File: src/rtl/pipe16_pkg.sv
package pipe16_pkg;

    localparam int INSTR_W = 16;
    localparam int OPC_W   = 3;

    typedef enum logic [OPC_W-1:0] {
        OPC_NOP = 3'd0,
        OPC_ALU = 3'd1,
        OPC_JMP = 3'd2,
        OPC_LDW = 3'd3,
        OPC_STW = 3'd4,
        OPC_BEQ = 3'd5,
        OPC_BNE = 3'd6,
        OPC_HLT = 3'd7
    } opc_e;

    typedef enum logic [1:0] {
        FN_ADD = 2'd0,
        FN_SUB = 2'd1,
        FN_AND = 2'd2,
        FN_OR  = 2'd3
    } alu_fn_e;

    // 11-bit control word, most significant field first
    typedef struct packed {
        logic jump;     // 10
        logic br_eq;    // 9
        logic mem_rd;   // 8
        logic mem_wr;   // 7
        logic st_src;   // 6 second read port takes the store register
        logic wb_mem;   // 5 write-back data comes from memory
        logic br_ne;    // 4
        logic reg_wr;   // 3
        logic pc_wr;    // 2 low only for halt
        logic branch;   // 1
        logic ld_dst;   // 0 destination is the load register
    } ctrl_t;

    localparam ctrl_t CTRL_NOP = ctrl_t'(11'b000_0000_0100);

endpackage

File: src/rtl/p16_ctrl.sv
module p16_ctrl
    import pipe16_pkg::*;
(
    input  logic [OPC_W-1:0] opc_i,
    output ctrl_t            ctrl_o
);

    always_comb begin
        ctrl_o = CTRL_NOP;
        case (opc_i)
            OPC_ALU: begin
                ctrl_o.reg_wr = 1'b1;
            end
            OPC_JMP: begin
                ctrl_o.jump = 1'b1;
            end
            OPC_LDW: begin
                ctrl_o.mem_rd = 1'b1;
                ctrl_o.wb_mem = 1'b1;
                ctrl_o.reg_wr = 1'b1;
                ctrl_o.ld_dst = 1'b1;
            end
            OPC_STW: begin
                ctrl_o.mem_wr = 1'b1;
                ctrl_o.st_src = 1'b1;
            end
            OPC_BEQ: begin
                ctrl_o.br_eq  = 1'b1;
                ctrl_o.branch = 1'b1;
            end
            OPC_BNE: begin
                ctrl_o.br_ne  = 1'b1;
                ctrl_o.branch = 1'b1;
            end
            OPC_HLT: begin
                ctrl_o.pc_wr = 1'b0;
            end
            default: ctrl_o = CTRL_NOP;
        endcase
    end

endmodule

File: src/rtl/p16_alu.sv
module p16_alu
    import pipe16_pkg::*;
#(
    parameter int DATA_W = 16
) (
    input  alu_fn_e           fn_i,
    input  logic [DATA_W-1:0] a_i,
    input  logic [DATA_W-1:0] b_i,
    output logic [DATA_W-1:0] y_o
);

    always_comb begin
        case (fn_i)
            FN_ADD:  y_o = a_i + b_i;
            FN_SUB:  y_o = a_i - b_i;
            FN_AND:  y_o = a_i & b_i;
            FN_OR:   y_o = a_i | b_i;
            default: y_o = '0;
        endcase
    end

endmodule

File: src/rtl/p16_regfile.sv
module p16_regfile #(
    parameter int DATA_W = 16,
    parameter int NREG   = 16,
    localparam int RA_W  = $clog2(NREG)
) (
    input  logic              clk_i,
    input  logic              rst_ni,
    input  logic              we_i,
    input  logic [RA_W-1:0]   waddr_i,
    input  logic [DATA_W-1:0] wdata_i,
    input  logic [RA_W-1:0]   raddr_a_i,
    input  logic [RA_W-1:0]   raddr_b_i,
    output logic [DATA_W-1:0] rdata_a_o,
    output logic [DATA_W-1:0] rdata_b_o
);

    logic [DATA_W-1:0] regs_q [NREG];
    logic [DATA_W-1:0] regs_d [NREG];

    always_comb begin
        regs_d = regs_q;
        if (we_i && (waddr_i != '0)) begin
            regs_d[waddr_i] = wdata_i;
        end
    end

    always_ff @(posedge clk_i or negedge rst_ni) begin
        if (!rst_ni) begin
            for (int i = 0; i < NREG; i++) begin
                regs_q[i] <= '0;
            end
        end else begin
            regs_q <= regs_d;
        end
    end

    // reads see a write made in the same cycle
    assign rdata_a_o = (raddr_a_i == '0) ? '0 : regs_d[raddr_a_i];
    assign rdata_b_o = (raddr_b_i == '0) ? '0 : regs_d[raddr_b_i];

    AST_ZERO_REG_STAYS_ZERO: assert property (@(posedge clk_i) disable iff (!rst_ni)
        regs_q[0] == '0);

    AST_WRITE_LANDS: assert property (@(posedge clk_i) disable iff (!rst_ni)
        (we_i && (waddr_i != '0)) |=> (regs_q[$past(waddr_i)] == $past(wdata_i)));

endmodule

File: src/rtl/pipe16_core.sv
module pipe16_core
    import pipe16_pkg::*;
#(
    parameter int DATA_W    = 16,
    parameter int ADDR_W    = 13,
    parameter int NREG      = 16,
    parameter int LOAD_REG  = 7,
    parameter int STORE_REG = 8
) (
    input  logic                 clk_i,
    input  logic                 rst_ni,
    output logic [ADDR_W-1:0]    imem_addr_o,
    input  logic [INSTR_W-1:0]   imem_data_i,
    output logic [ADDR_W-1:0]    dmem_addr_o,
    output logic [DATA_W-1:0]    dmem_wdata_o,
    output logic                 dmem_we_o,
    output logic                 dmem_re_o,
    input  logic [DATA_W-1:0]    dmem_rdata_i,
    output logic                 halted_o
);

    localparam int RA_W  = $clog2(NREG);
    localparam int OFF_W = 6;

    typedef struct packed {
        logic [ADDR_W-1:0]  pc;
        logic [INSTR_W-1:0] ir;
    } ifid_t;

    typedef struct packed {
        ctrl_t              ctrl;
        logic [ADDR_W-1:0]  pc;
        logic [RA_W-1:0]    wa;
        logic [DATA_W-1:0]  a;
        logic [DATA_W-1:0]  b;
        alu_fn_e            fn;
        logic               back;
        logic [OFF_W-1:0]   off;
        logic [ADDR_W-1:0]  abs;
    } idex_t;

    typedef struct packed {
        ctrl_t              ctrl;
        logic [RA_W-1:0]    wa;
        logic [DATA_W-1:0]  res;
        logic [DATA_W-1:0]  sdat;
        logic [ADDR_W-1:0]  addr;
    } exmem_t;

    typedef struct packed {
        ctrl_t              ctrl;
        logic [RA_W-1:0]    wa;
        logic [DATA_W-1:0]  res;
        logic [DATA_W-1:0]  ld;
    } memwb_t;

    typedef struct packed {
        logic [ADDR_W-1:0]  pc;
        logic               stop;
        logic               halted;
        ifid_t              ifid;
        idex_t              idex;
        exmem_t             exmem;
        memwb_t             memwb;
    } core_t;

    function automatic core_t reset_state();
        core_t r;
        r            = '0;
        r.idex.ctrl  = CTRL_NOP;
        r.exmem.ctrl = CTRL_NOP;
        r.memwb.ctrl = CTRL_NOP;
        return r;
    endfunction

    core_t s_q, s_d;

    ctrl_t             id_ctrl;
    logic [RA_W-1:0]   id_ra, id_rb, id_wa;
    logic [DATA_W-1:0] id_a, id_b;
    logic [DATA_W-1:0] wb_data;
    logic [DATA_W-1:0] ex_res;
    logic              ex_eq, ex_take, redirect, stop;
    logic [ADDR_W-1:0] target;

    // ---------------- decode helpers ----------------
    p16_ctrl u_ctrl (
        .opc_i  (s_q.ifid.ir[15:13]),
        .ctrl_o (id_ctrl)
    );

    always_comb begin
        id_ra = id_ctrl.branch ? RA_W'(s_q.ifid.ir[12:10]) : RA_W'(s_q.ifid.ir[8:6]);
        if (id_ctrl.st_src) begin
            id_rb = RA_W'(STORE_REG);
        end else if (id_ctrl.branch) begin
            id_rb = RA_W'(s_q.ifid.ir[9:7]);
        end else begin
            id_rb = RA_W'(s_q.ifid.ir[5:3]);
        end
        id_wa   = id_ctrl.ld_dst ? RA_W'(LOAD_REG) : RA_W'(s_q.ifid.ir[12:9]);
        wb_data = s_q.memwb.ctrl.wb_mem ? s_q.memwb.ld : s_q.memwb.res;
    end

    p16_regfile #(
        .DATA_W (DATA_W),
        .NREG   (NREG)
    ) u_rf (
        .clk_i     (clk_i),
        .rst_ni    (rst_ni),
        .we_i      (s_q.memwb.ctrl.reg_wr),
        .waddr_i   (s_q.memwb.wa),
        .wdata_i   (wb_data),
        .raddr_a_i (id_ra),
        .raddr_b_i (id_rb),
        .rdata_a_o (id_a),
        .rdata_b_o (id_b)
    );

    p16_alu #(
        .DATA_W (DATA_W)
    ) u_alu (
        .fn_i (s_q.idex.fn),
        .a_i  (s_q.idex.a),
        .b_i  (s_q.idex.b),
        .y_o  (ex_res)
    );

    // ---------------- next-state logic ----------------
    always_comb begin
        s_d = s_q;

        // execute: branch and jump resolution
        ex_eq    = (s_q.idex.a == s_q.idex.b);
        ex_take  = s_q.idex.ctrl.branch &
                   ((s_q.idex.ctrl.br_eq & ex_eq) | (s_q.idex.ctrl.br_ne & ~ex_eq));
        redirect = ex_take | s_q.idex.ctrl.jump;
        if (s_q.idex.ctrl.jump) begin
            target = s_q.idex.abs;
        end else if (s_q.idex.back) begin
            target = s_q.idex.pc - ADDR_W'(s_q.idex.off);
        end else begin
            target = s_q.idex.pc + ADDR_W'(s_q.idex.off);
        end

        // halt seen in decode freezes fetch from now on
        stop       = s_q.stop | ~id_ctrl.pc_wr;
        s_d.stop   = stop;
        s_d.halted = s_q.halted | ~s_q.memwb.ctrl.pc_wr;

        // fetch
        if (stop) begin
            s_d.ifid.pc = s_q.pc;
            s_d.ifid.ir = '0;
        end else begin
            s_d.pc      = redirect ? target : s_q.pc + 1'b1;
            s_d.ifid.pc = s_q.pc;
            s_d.ifid.ir = imem_data_i;
        end

        // decode -> execute
        s_d.idex.ctrl = id_ctrl;
        s_d.idex.pc   = s_q.ifid.pc;
        s_d.idex.wa   = id_wa;
        s_d.idex.a    = id_a;
        s_d.idex.b    = id_b;
        s_d.idex.fn   = alu_fn_e'(s_q.ifid.ir[1:0]);
        s_d.idex.back = s_q.ifid.ir[6];
        s_d.idex.off  = s_q.ifid.ir[OFF_W-1:0];
        s_d.idex.abs  = ADDR_W'(s_q.ifid.ir[12:0]);

        // execute -> memory
        s_d.exmem.ctrl = s_q.idex.ctrl;
        s_d.exmem.wa   = s_q.idex.wa;
        s_d.exmem.res  = ex_res;
        s_d.exmem.sdat = s_q.idex.b;
        s_d.exmem.addr = s_q.idex.abs;

        // memory -> write-back
        s_d.memwb.ctrl = s_q.exmem.ctrl;
        s_d.memwb.wa   = s_q.exmem.wa;
        s_d.memwb.res  = s_q.exmem.res;
        s_d.memwb.ld   = dmem_rdata_i;
    end

    always_ff @(posedge clk_i or negedge rst_ni) begin
        if (!rst_ni) begin
            s_q <= reset_state();
        end else begin
            s_q <= s_d;
        end
    end

    assign imem_addr_o  = s_q.pc;
    assign dmem_addr_o  = s_q.exmem.addr;
    assign dmem_wdata_o = s_q.exmem.sdat;
    assign dmem_we_o    = s_q.exmem.ctrl.mem_wr;
    assign dmem_re_o    = s_q.exmem.ctrl.mem_rd;
    assign halted_o     = s_q.halted;

    logic unused_state;
    assign unused_state = ^s_q;

    // ---------------- assertions ----------------
    AST_HALTED_STICKY: assert property (@(posedge clk_i) disable iff (!rst_ni)
        halted_o |=> halted_o);

    AST_FETCH_FROZEN: assert property (@(posedge clk_i) disable iff (!rst_ni)
        stop |=> $stable(imem_addr_o));

    AST_SEQ_FETCH: assert property (@(posedge clk_i) disable iff (!rst_ni)
        (!redirect && !stop) |=> (imem_addr_o == $past(imem_addr_o) + 1'b1));

    AST_REDIRECT_TARGET: assert property (@(posedge clk_i) disable iff (!rst_ni)
        (redirect && !stop) |=> (imem_addr_o == $past(target)));

    AST_ONE_FLOW_KIND: assert property (@(posedge clk_i) disable iff (!rst_ni)
        $onehot0({s_q.idex.ctrl.jump, s_q.idex.ctrl.br_eq, s_q.idex.ctrl.br_ne}));

    AST_STROBES_EXCLUSIVE: assert property (@(posedge clk_i) disable iff (!rst_ni)
        !(dmem_we_o && dmem_re_o));

    AST_LOAD_TO_LDREG: assert property (@(posedge clk_i) disable iff (!rst_ni)
        (s_q.memwb.ctrl.wb_mem && s_q.memwb.ctrl.reg_wr) |-> (s_q.memwb.wa == RA_W'(LOAD_REG)));

endmodule

File: config.mk
export PLATFORM = sky130hd
export DESIGN_NAME = pipe16_core
export DESIGN_NICKNAME = d
export VERILOG_FILES = /design/src/rtl/pipe16_pkg.sv /design/src/rtl/p16_ctrl.sv /design/src/rtl/p16_alu.sv /design/src/rtl/p16_regfile.sv /design/src/rtl/pipe16_core.sv
export SDC_FILE = /design/constraint.sdc
export NUM_CORES = 1
export LEC_CHECK = 0
export BUFFER_PORTS_ARGS = -buffer_cell sky130_fd_sc_hd__buf_2
export CORE_ASPECT_RATIO = 0.8
export CORE_MARGIN = 1
export CORE_UTILIZATION = 37
export DETAILED_ROUTE_END_ITERATION = 8
export PLACE_DENSITY = 0.57
export SLEW_MARGIN = 40
export SYNTH_ARGS = -nofsm -noshare
export SYNTH_HDL_FRONTEND = slang
export SYNTH_SLANG_ARGS = --single-unit
File: constraint.sdc
create_clock -name clk_i -period 10.12 [get_ports clk_i]
set_input_delay 1.012 -clock clk_i [delete_from_list [all_inputs] [get_ports clk_i]]
set_output_delay 1.012 -clock clk_i [all_outputs]
set_load 0.02 [all_outputs]
Yosys cells after proc, flatten, opt, wreduce, memory -nomap -nowiden
Index checks and enable logic that the tools add are counted.

Magnitude comparators: 4. Reductions and logical operators: 8. Equal/unequal tests: 11. $add $sub $neg: 5. Bitwise logic cells: 14. Muxes and demuxes: 30.

Operator list (count): 256-bit bitwise mux (1); 256-bit two-way mux (1); 16-bit two-way mux (9); 16-bit binary-select mux with 4-bit select (2); 16-bit demux with 4-bit select (1); 16-bit one-hot mux with 4 select lines (1); 13-bit two-way mux (3); 16-bit adder (1); 16-bit AND (1); 16-bit equality test (1); 16-bit OR (1); 16-bit subtractor (1); 5-bit greater-or-equal comparator (second input constant) (3); 13-bit by 1-bit adder with 13-bit output (second input constant) (1); 13-bit by 6-bit adder with 13-bit output (1); 13-bit by 6-bit subtractor with 13-bit output (1); 3-bit equality test (second input constant) (4); 4-bit NOT with 5-bit output (2); 4-bit zero test (2); 4-bit two-way mux (2); 1-bit two-way mux (7); 3-bit by 2-bit equality test with 1-bit output (second input constant) (2); 3-bit two-way mux (2); 5-bit by 1-bit < comparator with 1-bit output (second input constant) (1); other kinds (12) (21).

Register bits: 471. Output and inout bits: 45. Logic and storage cells: 123.

Logic depth before layout (Yosys ltp)
Depth in word-level cells: 11. Gate-level depth with buffers: 14. Mapped depth without buffers: 12.

Cells and area by module
Synthesis repeated with hierarchy kept, for this count alone.

Cells, all modules: 2682. Area total of the unflattened synthesis: 25075.3 um^2.

By module, submodules not included: p16_regfile (area an instance 16201.8 um^2, cells each 1949, instances 1); pipe16_core (area an instance 7375.8 um^2, cells each 516, instances 1); p16_alu (area an instance 1395.1 um^2, cells each 203, instances 1); p16_ctrl (area an instance 102.6 um^2, cells each 14, instances 1).

Worst setup path after synthesis
No wires, ideal clock.

Path type: reg-to-reg. Start: reg s_d[47] (netlist name). End: reg s_q (netlist bit imem_addr_o[12]). Required time: 10.000 ns. Path slack: 6.760 ns. Setup time: 0.120 ns. Cell stages (with the launch flop): 15. Arrival time: 3.239 ns. Cells stage by stage: dfrtp_1 > inv_1 > ha_1 > clkbuf_1 > buf_1 > nor2_1 > xnor2_1 > ha_1 > a21oi_1 > o22ai_1 > o41ai_1 > o221ai_1 > a21oi_1 > xnor2_1 > a31o_2.

RTL lines: end signal, assigned (line pipe16_core.sv:188) `s_q <= reset_state();`; end, declared (line pipe16_core.sv:76) `core_t s_q, s_d;`.

==> impl_metrics.csv <==
group,metric,value,unit
status,outcome,"complete, no violations",
routing,wl_per_cell,19.78,um
clock_network,holdBufCountCts,0,
clock_network,cts_resized,0,
timing,setup-violations-final,0,
placed_design,dp_hpwl,29250,um
floorplan,fp.coreArea,0.04356,mm2
power_and_ir_drop,leakage,8.422,nW
routing,routed_via_density,5.282,
layout,final_core_util,42.25,%
hold_path,hp-class,"reg2reg",
power_and_ir_drop,power,5.913,mW
floorplan,die_h,190.8,um
layout,drive_gt1_share,13.55,%
global_route,antenna_found_initial,2,
floorplan,io_pins,79,
layout,multi_input_area,0.007010,mm2
timing,hold_viol_final,0,
setup_path,reg2reg_slack,6610,ps
routing,dr.pass1.iters,5,
logic_synthesis,ys_seq_elements,334,
global_route,grt_pass1_wl,69480,um
layout,areaGrowthSynthToFinish,11.62,%
layout,area.sequential,0.008362,mm2
global_route,grt_max_degree,157,
floorplan,die_w,238.0,um
logic_synthesis,ys.flop_type,"dfrtp_1",
timing,holdWs,342.3,ps
setup_path,cp-endpoint,"imem_addr_o[12]",
logic_synthesis,synth_edf_count,0,
routing,drtIter0Drc,1028,
routing,antenna_left,0,
floorplan,die_area,0.04542,mm2
setup_path,reg2reg_from,"s_d[47]",
timing,setup_tns,0,ps
power_and_ir_drop,pwr-share-clk,22.4,%
clock_network,path_clk_slew,60,ps
timing,period_minus_slack,3514,ps
timing,slew_violations,0,
global_route,grt_usage,19.91,%
setup_path,r2r_end,"imem_addr_o[12]",
timing,fmax,284.6,MHz
clock_network,cts_tree,"done",
global_route,grt_pass1_vias,11380,
timing,setup_slack,6606,ps
timing,post-route-period-util,34.73,%
timing,rsz0062_at_grt,"no",
global_route,grt-ovfl-total,0,
logic_synthesis,ys_types,81,
timing,tightest_slew,817.3,ps
power_and_ir_drop,power.share.switching,41.05,%
power_and_ir_drop,power_density,321.2,mW/mm2
clock_network,cts_setup_buffers,0,
clock_network,numCtsBuffers,37,
job,maxCapViolCount,0,
setup_path,r2r_cells,13,
setup_path,path_max_fanout,32,
power_and_ir_drop,seqPwrFrac,35.8,%
setup_path,end_kind,"register",
layout,nNetsFinal,1742,
logic_synthesis,yosys_warnings,0,
setup_path,crit_path_start,"s_d[47]",
clock_network,cts.sinks,334,
logic_synthesis,mappedNetlistArea,0.01649,mm2
setup_path,setup.worst_path.class,"reg2reg",
power_and_ir_drop,ir_worst_vdd,156.5,uV
setup_path,critPathRequiredTime,10540,ps
layout,final_cell_mix,"dfrtp_1 (331), nor2_1 (174), a21oi_1 (127)",
clock_network,clock_path_buffers,3,
logic_synthesis,synth-seq-area-share,50.71,%
clock_network,h-tree-depth,2,
power_and_ir_drop,power_switching,2.428,mW
hold_path,min_path_cells,0,
logic_synthesis,synth_nets,1749,
power_and_ir_drop,p_comb_share,41.8,%
timing,slew_headroom,45.36,%
clock_network,clk_latency,540,ps
placed_design,io_buffers,78,
setup_path,setup.worst_path.start_class,"register",
routing,finalWirelength,44780,um
routing,vias,11960,
setup_path,worstPathArrival,3930,ps
layout,nFillCells,4229,
logic_synthesis,synthCells,1648,
placed_design,dp_slack,6685,ps
logic_synthesis,synth_async_sr_flop_share,100.0,%
logic_synthesis,postSynthAreaPerCell,10.01,um2
timing,skew,29.54,ps
routing,route.detailed.drc,0,
layout,final_common_cell,"dfrtp_1",
placed_design,gp_congestion,0.8785,
power_and_ir_drop,internal-power,3.485,mW
floorplan,start_util,37.86,%
floorplan,rows,68,
clock_network,cts_root_buf,"clkbuf_16",
## state kept, by name, indices dropped and copies added, names as in the netlist
signal and flops:
dmem_addr_o 13, u_rf.regs_q 128, s_d 90, halted_o 1
dmem_we_o 1, imem_addr_o 13, s_q 72, dmem_wdata_o 16
## final cells by class
type                       count  share of cell area [%]
sequential                   334                   45.43
tap                          595                   4.045
timing repair buffer         100                   3.630
inverter                     111                   2.264
clock inverter                14                  0.6458
clock buffer                  52                   5.887
antenna                        1                 0.01360
multi-input combinational   1057                   38.09
## cells in the mapped netlist, types with 13 or more instances
cell type | n | area share (%)
nand3_1 | 16 | 0.49
nand2_1 | 125 | 2.8
nand2b_1 | 13 | 0.49
clkbuf_1 | 60 | 1.4
nor2_1 | 176 | 4.0
mux2_2 | 21 | 1.4
and2_1 | 22 | 0.83
o21ai_0 | 101 | 3.1
o21a_1 | 20 | 0.91
a21oi_1 | 127 | 3.9
mux2i_1 | 70 | 4.2
buf_4 | 45 | 2.0
dfrtp_1 | 331 | 50
o211ai_1 | 15 | 0.68
xnor2_1 | 19 | 1.0
inv_1 | 110 | 2.5
o221ai_1 | 19 | 1.0
ha_1 | 64 | 4.9
a211oi_1 | 57 | 2.6
buf_2 | 33 | 1.0
or3_1 | 14 | 0.53
## worst min-delay path by stage
stage	start	end
2_1_floorplan	s_d[103]	dmem_we_o
3_3_place_gp	s_d[109]	s_d[49]
3_5_place_dp	s_d[103]	dmem_we_o
4_1_cts	s_d[109]	s_d[49]
5_1_grt	s_d[174]	s_q[174]
6_report	s_d[174]	s_q[174]
## routing by layer
layer / vias up / global-route usage [%] / share of wire [%]
met5: - / 0 / 0
met4: 0 / 4.536 / 1.4
met3: 43 / 3.735 / 6.6
met2: 346 / 29.13 / 43
met1: 5930 / 30.24 / 49
li1: 5639 / - / -
## cell families after synthesis
logic type / Yosys count / share of synthesized area [%]
AOI/OAI and AO/OA: 436 / 17.38
and+or+nand+nor: 428 / 11.71
DFF: 334 / 50.71
buffers and inverters: 257 / 7.291
muxes: 94 / 5.941
adders and majority gates: 67 / 5.220
xor gates and xnor gates: 32 / 1.745
## worst max-delay path, cell delays in order (launching register included)
cell and delay [ps]:
dfrtp_1 440, inv_1 130, ha_1 150, buf_4 320, nor2_1 110, xnor2_1 140, ha_1 330, a21oi_1 210
o22ai_1 140, o41ai_1 640, o221ai_1 240, a21oi_1 210, xnor2_1 90, a31o_2 250
## power groups by stage
stage / Combinational [mW] / Clock, mW / Sequential [mW]
final: 2.47 / 1.33 / 2.11
after global routing: 2.73 / 1.42 / 2.16
after CTS: 2.44 / 1.36 / 2.11
after detailed placement: 2.42 / 0 / 2.13
after global placement: 2.40 / 0 / 2.12
after floorplan: 1.92 / 0 / 1.97
## per-stage QoR
stage / area [um2] / cells
2_1_floorplan: 16490 / 1648
3_3_place_gp: 17050 / 2191
3_5_place_dp: 17120 / 2194
4_1_cts: 18320 / 2260
5_1_grt: 18400 / 2263
6_report: 18410 / 2264
No activity file was read; power rests on OpenSTA's default activity.
